===== src/rtl/rgb_chain_pkg.sv =====
package rgb_chain_pkg;

  typedef enum logic [1:0] {
    ST_IDLE = 2'd0,
    ST_SEND = 2'd1,
    ST_GAP  = 2'd2
  } tx_state_e;

  localparam int LED_BYTES = 3;

endpackage


===== src/rtl/rgb_tx_fifo.sv =====
module rgb_tx_fifo #(
  parameter int W     = 8,
  parameter int DEPTH = 4,
  localparam int AW   = (DEPTH > 1) ? $clog2(DEPTH) : 1,
  localparam int CNTW = $clog2(DEPTH + 1)
) (
  input  logic            clk,
  input  logic            rst_n,
  input  logic            wr_en,
  input  logic [W-1:0]    wr_data,
  input  logic            rd_en,
  output logic [W-1:0]    rd_data,
  output logic            empty,
  output logic            full,
  output logic [CNTW-1:0] level,
  output logic            drop_o
);

  logic [W-1:0]    mem [DEPTH];
  logic [AW-1:0]   wptr, wptr_n, rptr, rptr_n;
  logic [CNTW-1:0] cnt, cnt_n;
  logic            drop_q, drop_n;
  logic            do_wr, do_rd;

  function automatic logic [AW-1:0] bump(input logic [AW-1:0] p);
    return (p == AW'(DEPTH - 1)) ? '0 : p + 1'b1;
  endfunction

  assign empty   = (cnt == '0);
  assign full    = (cnt == CNTW'(DEPTH));
  assign level   = cnt;
  assign rd_data = mem[rptr];
  assign drop_o  = drop_q;

  always_comb begin
    do_wr  = wr_en && !full;
    do_rd  = rd_en && !empty;
    wptr_n = do_wr ? bump(wptr) : wptr;
    rptr_n = do_rd ? bump(rptr) : rptr;
    drop_n = wr_en && full;
    cnt_n  = cnt;
    if (do_wr && !do_rd) cnt_n = cnt + 1'b1;
    else if (do_rd && !do_wr) cnt_n = cnt - 1'b1;
  end

  always_ff @(posedge clk or negedge rst_n) begin
    if (!rst_n) begin
      wptr   <= '0;
      rptr   <= '0;
      cnt    <= '0;
      drop_q <= 1'b0;
    end else begin
      wptr   <= wptr_n;
      rptr   <= rptr_n;
      cnt    <= cnt_n;
      drop_q <= drop_n;
    end
  end

  always_ff @(posedge clk) begin
    if (do_wr) mem[wptr] <= wr_data;
  end


  full_hold_chk: assert property (@(posedge clk) disable iff (!rst_n)
    (full && !rd_en) |=> full);


  drop_flag_chk: assert property (@(posedge clk) disable iff (!rst_n)
    (wr_en && full) |=> drop_o);


  level_bound_chk: assert property (@(posedge clk) disable iff (!rst_n)
    level <= CNTW'(DEPTH));

endmodule


===== src/rtl/rgb_bit_timer.sv =====
module rgb_bit_timer #(
  parameter int BIT_CYC = 60,
  parameter int ZERO_HI = 19,
  parameter int ONE_HI  = 38,
  localparam int CW     = $clog2(BIT_CYC)
) (
  input  logic clk,
  input  logic rst_n,
  input  logic run,
  input  logic bit_val,
  output logic wave,
  output logic bit_end
);

  logic [CW-1:0] cyc, cyc_n;
  logic          cmp_zero, cmp_one;

  always_comb begin
    if (!run) cyc_n = '0;
    else if (cyc == CW'(BIT_CYC - 1)) cyc_n = '0;
    else cyc_n = cyc + 1'b1;
  end

  always_ff @(posedge clk or negedge rst_n) begin
    if (!rst_n) cyc <= '0;
    else        cyc <= cyc_n;
  end

  assign cmp_zero = (cyc < CW'(ZERO_HI));
  assign cmp_one  = (cyc < CW'(ONE_HI));
  assign wave     = run && (bit_val ? cmp_one : cmp_zero);
  assign bit_end  = run && (cyc == CW'(BIT_CYC - 1));


  sym_start_high_chk: assert property (@(posedge clk) disable iff (!rst_n)
    (run && cyc == '0) |-> wave);


  sym_tail_low_chk: assert property (@(posedge clk) disable iff (!rst_n)
    (run && cyc >= CW'(ONE_HI)) |-> !wave);


  sym_wrap_chk: assert property (@(posedge clk) disable iff (!rst_n)
    (bit_end && run) |=> (cyc == '0));

endmodule


===== src/rtl/rgb_chain_tx.sv =====
module rgb_chain_tx
  import rgb_chain_pkg::*;
#(
  parameter int DATA_W     = 8,
  parameter int FIFO_DEPTH = 4,
  parameter int BIT_CYC    = 60,
  parameter int ZERO_HI    = 19,
  parameter int ONE_HI     = 38,
  parameter int GAP_CYC    = 2800
) (
  input  logic              clk,
  input  logic              rst_n,
  input  logic              wr_en,
  input  logic [DATA_W-1:0] wr_data,
  output logic              led_out,
  output logic              busy,
  output logic              room_irq,
  output logic              ovf
);

  localparam int BW   = $clog2(DATA_W);
  localparam int GW   = $clog2(GAP_CYC);
  localparam int CNTW = $clog2(FIFO_DEPTH + 1);

  tx_state_e         state, state_n;
  logic [DATA_W-1:0] sh, sh_n;
  logic [BW-1:0]     bidx, bidx_n;
  logic [GW-1:0]     gcnt, gcnt_n;
  logic              pop;
  logic [DATA_W-1:0] q_data;
  logic              q_empty, q_full;
  logic [CNTW-1:0]   q_level;
  logic              run, bit_end, wave;

  rgb_tx_fifo #(.W(DATA_W), .DEPTH(FIFO_DEPTH)) u_fifo (
    .clk     (clk),
    .rst_n   (rst_n),
    .wr_en   (wr_en),
    .wr_data (wr_data),
    .rd_en   (pop),
    .rd_data (q_data),
    .empty   (q_empty),
    .full    (q_full),
    .level   (q_level),
    .drop_o  (ovf)
  );

  assign run = (state == ST_SEND);

  rgb_bit_timer #(.BIT_CYC(BIT_CYC), .ZERO_HI(ZERO_HI), .ONE_HI(ONE_HI)) u_timer (
    .clk     (clk),
    .rst_n   (rst_n),
    .run     (run),
    .bit_val (sh[DATA_W-1]),
    .wave    (wave),
    .bit_end (bit_end)
  );

  always_comb begin
    state_n = state;
    sh_n    = sh;
    bidx_n  = bidx;
    gcnt_n  = gcnt;
    pop     = 1'b0;
    unique case (state)
      ST_IDLE: begin
        if (!q_empty) begin
          pop     = 1'b1;
          sh_n    = q_data;
          bidx_n  = '0;
          state_n = ST_SEND;
        end
      end
      ST_SEND: begin
        if (bit_end) begin
          if (bidx == BW'(DATA_W - 1)) begin
            if (!q_empty) begin
              pop    = 1'b1;
              sh_n   = q_data;
              bidx_n = '0;
            end else begin
              gcnt_n  = '0;
              state_n = ST_GAP;
            end
          end else begin
            sh_n   = {sh[DATA_W-2:0], 1'b0};
            bidx_n = bidx + 1'b1;
          end
        end
      end
      ST_GAP: begin
        if (gcnt == GW'(GAP_CYC - 1)) state_n = ST_IDLE;
        else gcnt_n = gcnt + 1'b1;
      end
      default: state_n = ST_IDLE;
    endcase
  end

  always_ff @(posedge clk or negedge rst_n) begin
    if (!rst_n) begin
      state <= ST_IDLE;
      sh    <= '0;
      bidx  <= '0;
      gcnt  <= '0;
    end else begin
      state <= state_n;
      sh    <= sh_n;
      bidx  <= bidx_n;
      gcnt  <= gcnt_n;
    end
  end

  assign led_out  = wave;
  assign busy     = (state != ST_IDLE);
  assign room_irq = (q_level <= CNTW'(FIFO_DEPTH - LED_BYTES));


  idle_low_chk: assert property (@(posedge clk) disable iff (!rst_n)
    !busy |-> !led_out);


  gap_low_chk: assert property (@(posedge clk) disable iff (!rst_n)
    (state == ST_GAP) |-> !led_out);


  gap_no_resume_chk: assert property (@(posedge clk) disable iff (!rst_n)
    (state == ST_GAP) |=> (state != ST_SEND));


  start_high_chk: assert property (@(posedge clk) disable iff (!rst_n)
    $rose(busy) |-> led_out);


  byte_edge_stop_chk: assert property (@(posedge clk) disable iff (!rst_n)
    (state == ST_SEND && state_n == ST_GAP) |-> (bidx == BW'(DATA_W - 1) && q_empty));

endmodule


===== config.mk =====
export PLATFORM = sky130hd
export DESIGN_NAME = rgb_chain_tx
export DESIGN_NICKNAME = d
export VERILOG_FILES = /design/src/rtl/rgb_chain_pkg.sv /design/src/rtl/rgb_tx_fifo.sv /design/src/rtl/rgb_bit_timer.sv /design/src/rtl/rgb_chain_tx.sv
export SDC_FILE = /design/constraint.sdc
export NUM_CORES = 1
export LEC_CHECK = 0
export ABC_AREA = 0
export BUFFER_PORTS_ARGS = -buffer_cell sky130_fd_sc_hd__buf_2
export CELL_PAD_IN_SITES_DETAIL_PLACEMENT = 0
export CELL_PAD_IN_SITES_GLOBAL_PLACEMENT = 1
export CORE_MARGIN = 2
export CORE_UTILIZATION = 54
export CTS_BUF_LIST = sky130_fd_sc_hd__clkbuf_8 sky130_fd_sc_hd__clkbuf_16
export DETAILED_ROUTE_END_ITERATION = 7
export PLACE_DENSITY = 0.95
export SKIP_CTS_REPAIR_TIMING = 1
export SYNTH_ARGS = -nofsm -noshare
export SYNTH_HDL_FRONTEND = slang
export SYNTH_SLANG_ARGS = --single-unit
export TNS_END_PERCENT = 5

===== constraint.sdc =====
create_clock -name clk -period 4.4 [get_ports clk]
set_clock_uncertainty 0.1 [all_clocks]
set_input_delay 0.22 -clock clk [delete_from_list [all_inputs] [get_ports clk]]
set_output_delay 0.22 -clock clk [all_outputs]
set_load 0.005 [all_outputs]

## After elaboration in Yosys (flattened, before gate mapping)

Memory sizes are Yosys's and may differ from the RTL's.
Index checks and enable logic that the tools add are counted.

| cells by class | value |
|---|---|
| magnitude comparators | 3 |
| reduce and logical (&&, ||, !) cells | 20 |
| $add $sub $neg | 7 |
| mux-type cells | 32 |
| equal/unequal tests | 14 |

Operators with widths:

| kind | count |
|---|---|
| $mux 12 | 4 |
| $mux 8 | 3 |
| $pmux 12 s2 | 1 |
| $pmux 8 s2 | 1 |
| $mux 3 | 5 |
| $mux 2 | 7 |
| $add 12x1->12 const B | 1 |
| $eq 12x12->1 const B | 1 |
| $mux 6 | 2 |
| $ne 2x2->1 const B | 6 |
| $reduce_and 5->1 | 2 |
| $reduce_bool 2->1 | 4 |
| $logic_and 1x1->1 | 7 |
| $add 3x1->3 const B | 2 |
| $add 6x1->6 const B | 1 |
| $eq 2x2->1 const B | 3 |
| $eq 3x3->1 const B | 2 |
| $eq 6x6->1 const B | 1 |
| $lt 6x5->1 const B | 1 |
| $lt 6x6->1 const B | 1 |
| $mux 1 | 6 |
| $pmux 2 s3 | 1 |
| $pmux 3 s2 | 1 |
| $add 2x1->2 const B | 2 |
| other kinds (8) | 11 |

| storage, ports and cells | value |
|---|---|
| word-level logic and storage cells | 86 |
| register bits | 39 |
| bits of input ports | 11 |
| output and inout port bits | 4 |
| memories | 1 |
| RAM bits | 32 |

Memory list:

| name | words | width | rd ports | clocked after Yosys merged registers in | write ports | line | RTL |
|---|---|---|---|---|---|---|---|
| u_fifo.mem | 4 | 8 | 1 | 0 | 1 | rgb_tx_fifo.sv:19 | `logic [W-1:0] mem [DEPTH];` |

## Depth between registers and ports, before layout

| logic depth | value |
|---|---|
| depth after elaboration | 9 |
| mapped depth | 9 |

## Cells and area by module

From an unflattened synthesis, not the netlist that was laid out.

| unflattened totals | value |
|---|---|
| cells, all modules | 245 |
| area, all modules | 3244.4 um^2 |

Modules (own cells, without submodules):

| module | instances | cells each | area each (um^2) |
|---|---|---|---|
| rgb_tx_fifo | 1 | 81 | 1652.8 |
| rgb_chain_tx | 1 | 132 | 1275.0 |
| rgb_bit_timer | 1 | 32 | 316.6 |

## Least setup slack after synthesis

OpenSTA, ideal clock, no wires.

| path | value |
|---|---|
| path type | register to register |
| start point | register u_timer.cyc[0] |
| end point | register u_fifo.cnt[2], in the netlist u_fifo.level[2] |
| setup time | 126 ps |
| cell stages (with the launch flop) | 9 |
| period minus slack after synthesis | 2108 ps |
| required time | 4174 ps |
| data arrival time | 1882 ps |
| slack | 2292 ps |
| cell sequence | dfrtp_1 -> ha_1 -> and4_4 -> a31o_2 -> nand2_1 -> ha_1 -> mux2i_1 -> nor2_1 -> xor2_1 |

| between the ends | value |
|---|---|
| cells in the longest elaborated chain, start to end | 8 |
| elaborated cells between the ends (all ways) | 10 |
| classes of those cells | 1 x eq/ne; 3 x mux; 6 x reduce/logical |

Ends and longest elaborated chain:

| item | line | RTL |
|---|---|---|
| start: declaration | rgb_bit_timer.sv:15 | `logic [CW-1:0] cyc, cyc_n;` |
| start signal: assignment | rgb_bit_timer.sv:26 | `else cyc <= cyc_n;` |
| $eq 6x6->1 * | rgb_bit_timer.sv:32 | `assign bit_end = run && (cyc == CW'(BIT_CYC - 1));` |
| $logic_and 1x1->1 * | rgb_bit_timer.sv:32 |  |
| $mux 1 * | rgb_chain_tx.sv:75 | `if (bit_end) begin` |
| $pmux 1 s2 * | rgb_chain_tx.sv:65 | `unique case (state)` |
| $logic_and 1x1->1 * | rgb_tx_fifo.sv:37 | `do_rd = rd_en && !empty;` |
| $logic_not 1->1 | rgb_tx_fifo.sv:42 | `if (do_wr && !do_rd) cnt_n = cnt + 1'b1;` |
| $logic_and 1x1->1 | rgb_tx_fifo.sv:42 |  |
| $mux 3 or $reduce_bool 2->1 (tied branches) | - |  |
| end signal: assignment | rgb_tx_fifo.sv:55 | `cnt <= cnt_n;` |
| end: declaration | rgb_tx_fifo.sv:21 | `logic [CNTW-1:0] cnt, cnt_n;` |

Mark *: on every way between the ends. The rest lies on a longest branch, timed or not.
A chain may end at the register's enable or synchronous reset.

## Final worst setup path

Ends and elaborated chain as after synthesis.

==> flow_summary.yaml <==
global_routing:
  grt_util_met1_pct: 24.8
  antenna_found_initial: 0
  top_usage_layer: "met2"
  grt-ovfl-total: 0
  use_met3_pct: 3.56
  use_met2_pct: 29.3
  grt_pass1_vias: 1923
  grt_max_degree: 40
  grt_util_all_layers_pct: 18.5
  grt_first_pass_wirelength_mm: 9.08
timing:
  min_period_ns: 2.31
  final-max-slew-violation-count: 0
  maxSlewHeadroom_pct: 42.7
  setup_viol: 0
  rsz0062_at_grt: "false"
  fin_ws_ns: 2.09
  hold_viol: 0
  fin_crit_sh_pct: 52.5
  tightest_slew_ns: 0.859
  max_freq_mhz: 433
  tns_ns: 0
pwr:
  vdd.ir_drop.worst_v: 0.000308
  p_per_area_nw_per_um2: 526
  fin_total_pwr_mw: 1.91
  leakage_nw: 1.48
clock_tree:
  h-tree-depth: 3
  cts-buffers-inserted: 9
  cts_tree: "yes"
  cts_root_buffer: "clkbuf_8"
  clk_pin_slew_ns: 0.08
  clockBufferDepth: 2
  clock-sinks: 71
  clock_latency_ns: 0.35
worst_setup_path:
  crit_arrival_ns: 2.44
  cp-start-kind: "register"
  worstSetupPathType: "reg -> reg"
  cp_max_fo: 10
  required_ns: 4.53
  crit_path_end_kind: "register"
logic_synthesis:
  synthFlopType: "dfrtp_1"
  syn-num-nets: 262
  yosys-top-cells-count: "dfrtp_1, edfxtp_1, nor2_1"
  synth_edf_count: 32
  ys_seq_elements: 71
  netlist.area_leader.share_pct: 30.5
  ys_types: 44
  ys_warn_count: 0
  netlist_area_um2: 3200
  async_flop_share_pct: 54.9
  synth.most_common_cell: "dfrtp_1"
  netlist_instances: 237
  yosysTopAreaCell: "dfrtp_1"
  ys_seq_area_share_pct: 60.6
  ys_top_cells_by_area: "dfrtp_1, edfxtp_1, mux4_2"
  synth.avg_cell_area_um2: 13.5
route:
  drtIter0Drc: 113
  remaining_drc_errors: 0
  num_vias: 1897
  wl_per_cell_um: 15.6
  wirelength_mm: 5.43
  ant_nets: 0
  vias_per_cell: 5.47
  dr.pass1.iters: 4
floorplan:
  num_rows: 28
  core_area_um2: 5820
  dieArea_um2: 6550
  die_w_um: 81.0
  pin_count: 15
  fp.dieH_um: 81.0
  initial_core_util_pct: 55.0
placement:
  dp_cells: 322
  finalWeightedCongestion: 0.786
  pre_cts_slack_ns: 2.10
  detailed_place_hpwl_mm: 3.51
  numPortBuffers: 14
finish:
  drive_above_1_share_pct: 17.3
  diodes: 0
  nNetsFinal: 292
  area_growth_pct: 13.5
  fillers: 462
  instances_no_fill: 347
run:
  max_cap_viol_count: 0
hold_path:
  min_path_type: "in -> reg"
outcome:
  status: "finished clean"
## worst max-delay path, cell delays in order (launching register included)
cell,delay [ns]
dfrtp_1,0.40
ha_1,0.26
and4_4,0.23
a31o_2,0.26
nand2_1,0.28
ha_1,0.27
mux2i_1,0.19
nor2_1,0.06
xor2_1,0.13
## report_power, final
| group | internal [mW] | switching [mW] | leakage, nW | total [mW] |
|---|---|---|---|---|
| clock | 0.262 | 0.254 | 0.0956 | 0.516 |
| combinational | 0.216 | 0.204 | 0.593 | 0.421 |
| sequential | 0.856 | 0.114 | 0.787 | 0.971 |
## through the flow
stage | utilization [%] | hold WS, ns | area (um2)
after floorplan | - | -0.176 | 3200
after global placement | 57.5 | 0.282 | 3340
after detailed placement | 57.5 | 0.290 | 3340
after CTS | 60.9 | -0.0810 | 3540
after global routing | 62.4 | 0.0466 | 3630
final | 62.4 | 0.0366 | 3630
## layout by cell type (no fill, tap or decap), types with 3 or more instances in the layout
cell,n
nor2_1,22
and3_1,3
inv_1,9
nand2b_1,3
a21oi_1,3
mux2i_1,4
edfxtp_1,32
o221a_1,6
nand4_1,3
nand2_1,15
mux2_2,3
o21bai_1,8
xnor2_1,11
ha_1,14
xor2_1,4
buf_2,14
nor3_1,8
o21ai_0,3
and2_1,5
clkbuf_8,9
dfrtp_1,39
nand3_1,5
dlygate4sd3_1,9
mux4_2,8
## cell families (layout without fill, tap and decap cells)
group | Yosys count | after routing | synth area share [%]
DFF | 71 | 71 | 60.6
AOI/OAI and AO/OA | 30 | 30 | 7.59
adders and majority gates | 14 | 14 | 5.48
buffers and inverters | 13 | 48 | 1.64
muxes | 15 | 15 | 7.94
xor gates and xnor gates | 15 | 15 | 4.11
and+or+nand+nor | 79 | 79 | 12.7
## metal layers
metal	share of wire [%]	vias to the layer above
li1	-	930
met1	45	929
met2	50	28
met3	3.1	10
met4	1.4	0
met5	0	-
## state kept, by name, indices dropped and copies added, names as in the netlist
| name | cells |
|---|---|
| u_fifo.level | 3 |
| u_fifo.rptr | 2 |
| state | 2 |
| sh | 8 |
| u_fifo.wptr | 2 |
| u_fifo.mem | 32 |
| bidx | 3 |
| gcnt | 12 |
| u_timer.cyc | 6 |
| u_fifo.drop_o | 1 |
## final cells by class
cell class | count | area [um2] | area share (%)
multi-input cells | 153 | 1210 | 33.3
clock inverters | 7 | 72.6 | 2.00
well taps | 75 | 93.8 | 2.59
flip-flops and latches | 71 | 1940 | 53.4
inverters | 9 | 33.8 | 0.931
repair buffers | 23 | 160 | 4.41
clock buffers | 9 | 124 | 3.41
## worst paths after layout
check / start / end / slack (ns) / cells past startpoint
max in group asynchronous: rst_n / bidx[1] / 3.24 / 2
worst min-delay path: wr_en / u_fifo.drop_o / 0.04 / 2
worst max register to register: u_timer.cyc[0] / u_fifo.level[2] / 2.09 / 8
worst min register to register: u_timer.cyc[0] / u_timer.cyc[0] / 0.36 / 1
worst max-delay path: u_timer.cyc[0] / u_fifo.level[2] / 2.09 / 8
min in group asynchronous: rst_n / gcnt[8] / 0.41 / 2
Note: power is estimated with default switching activity, not from simulation.
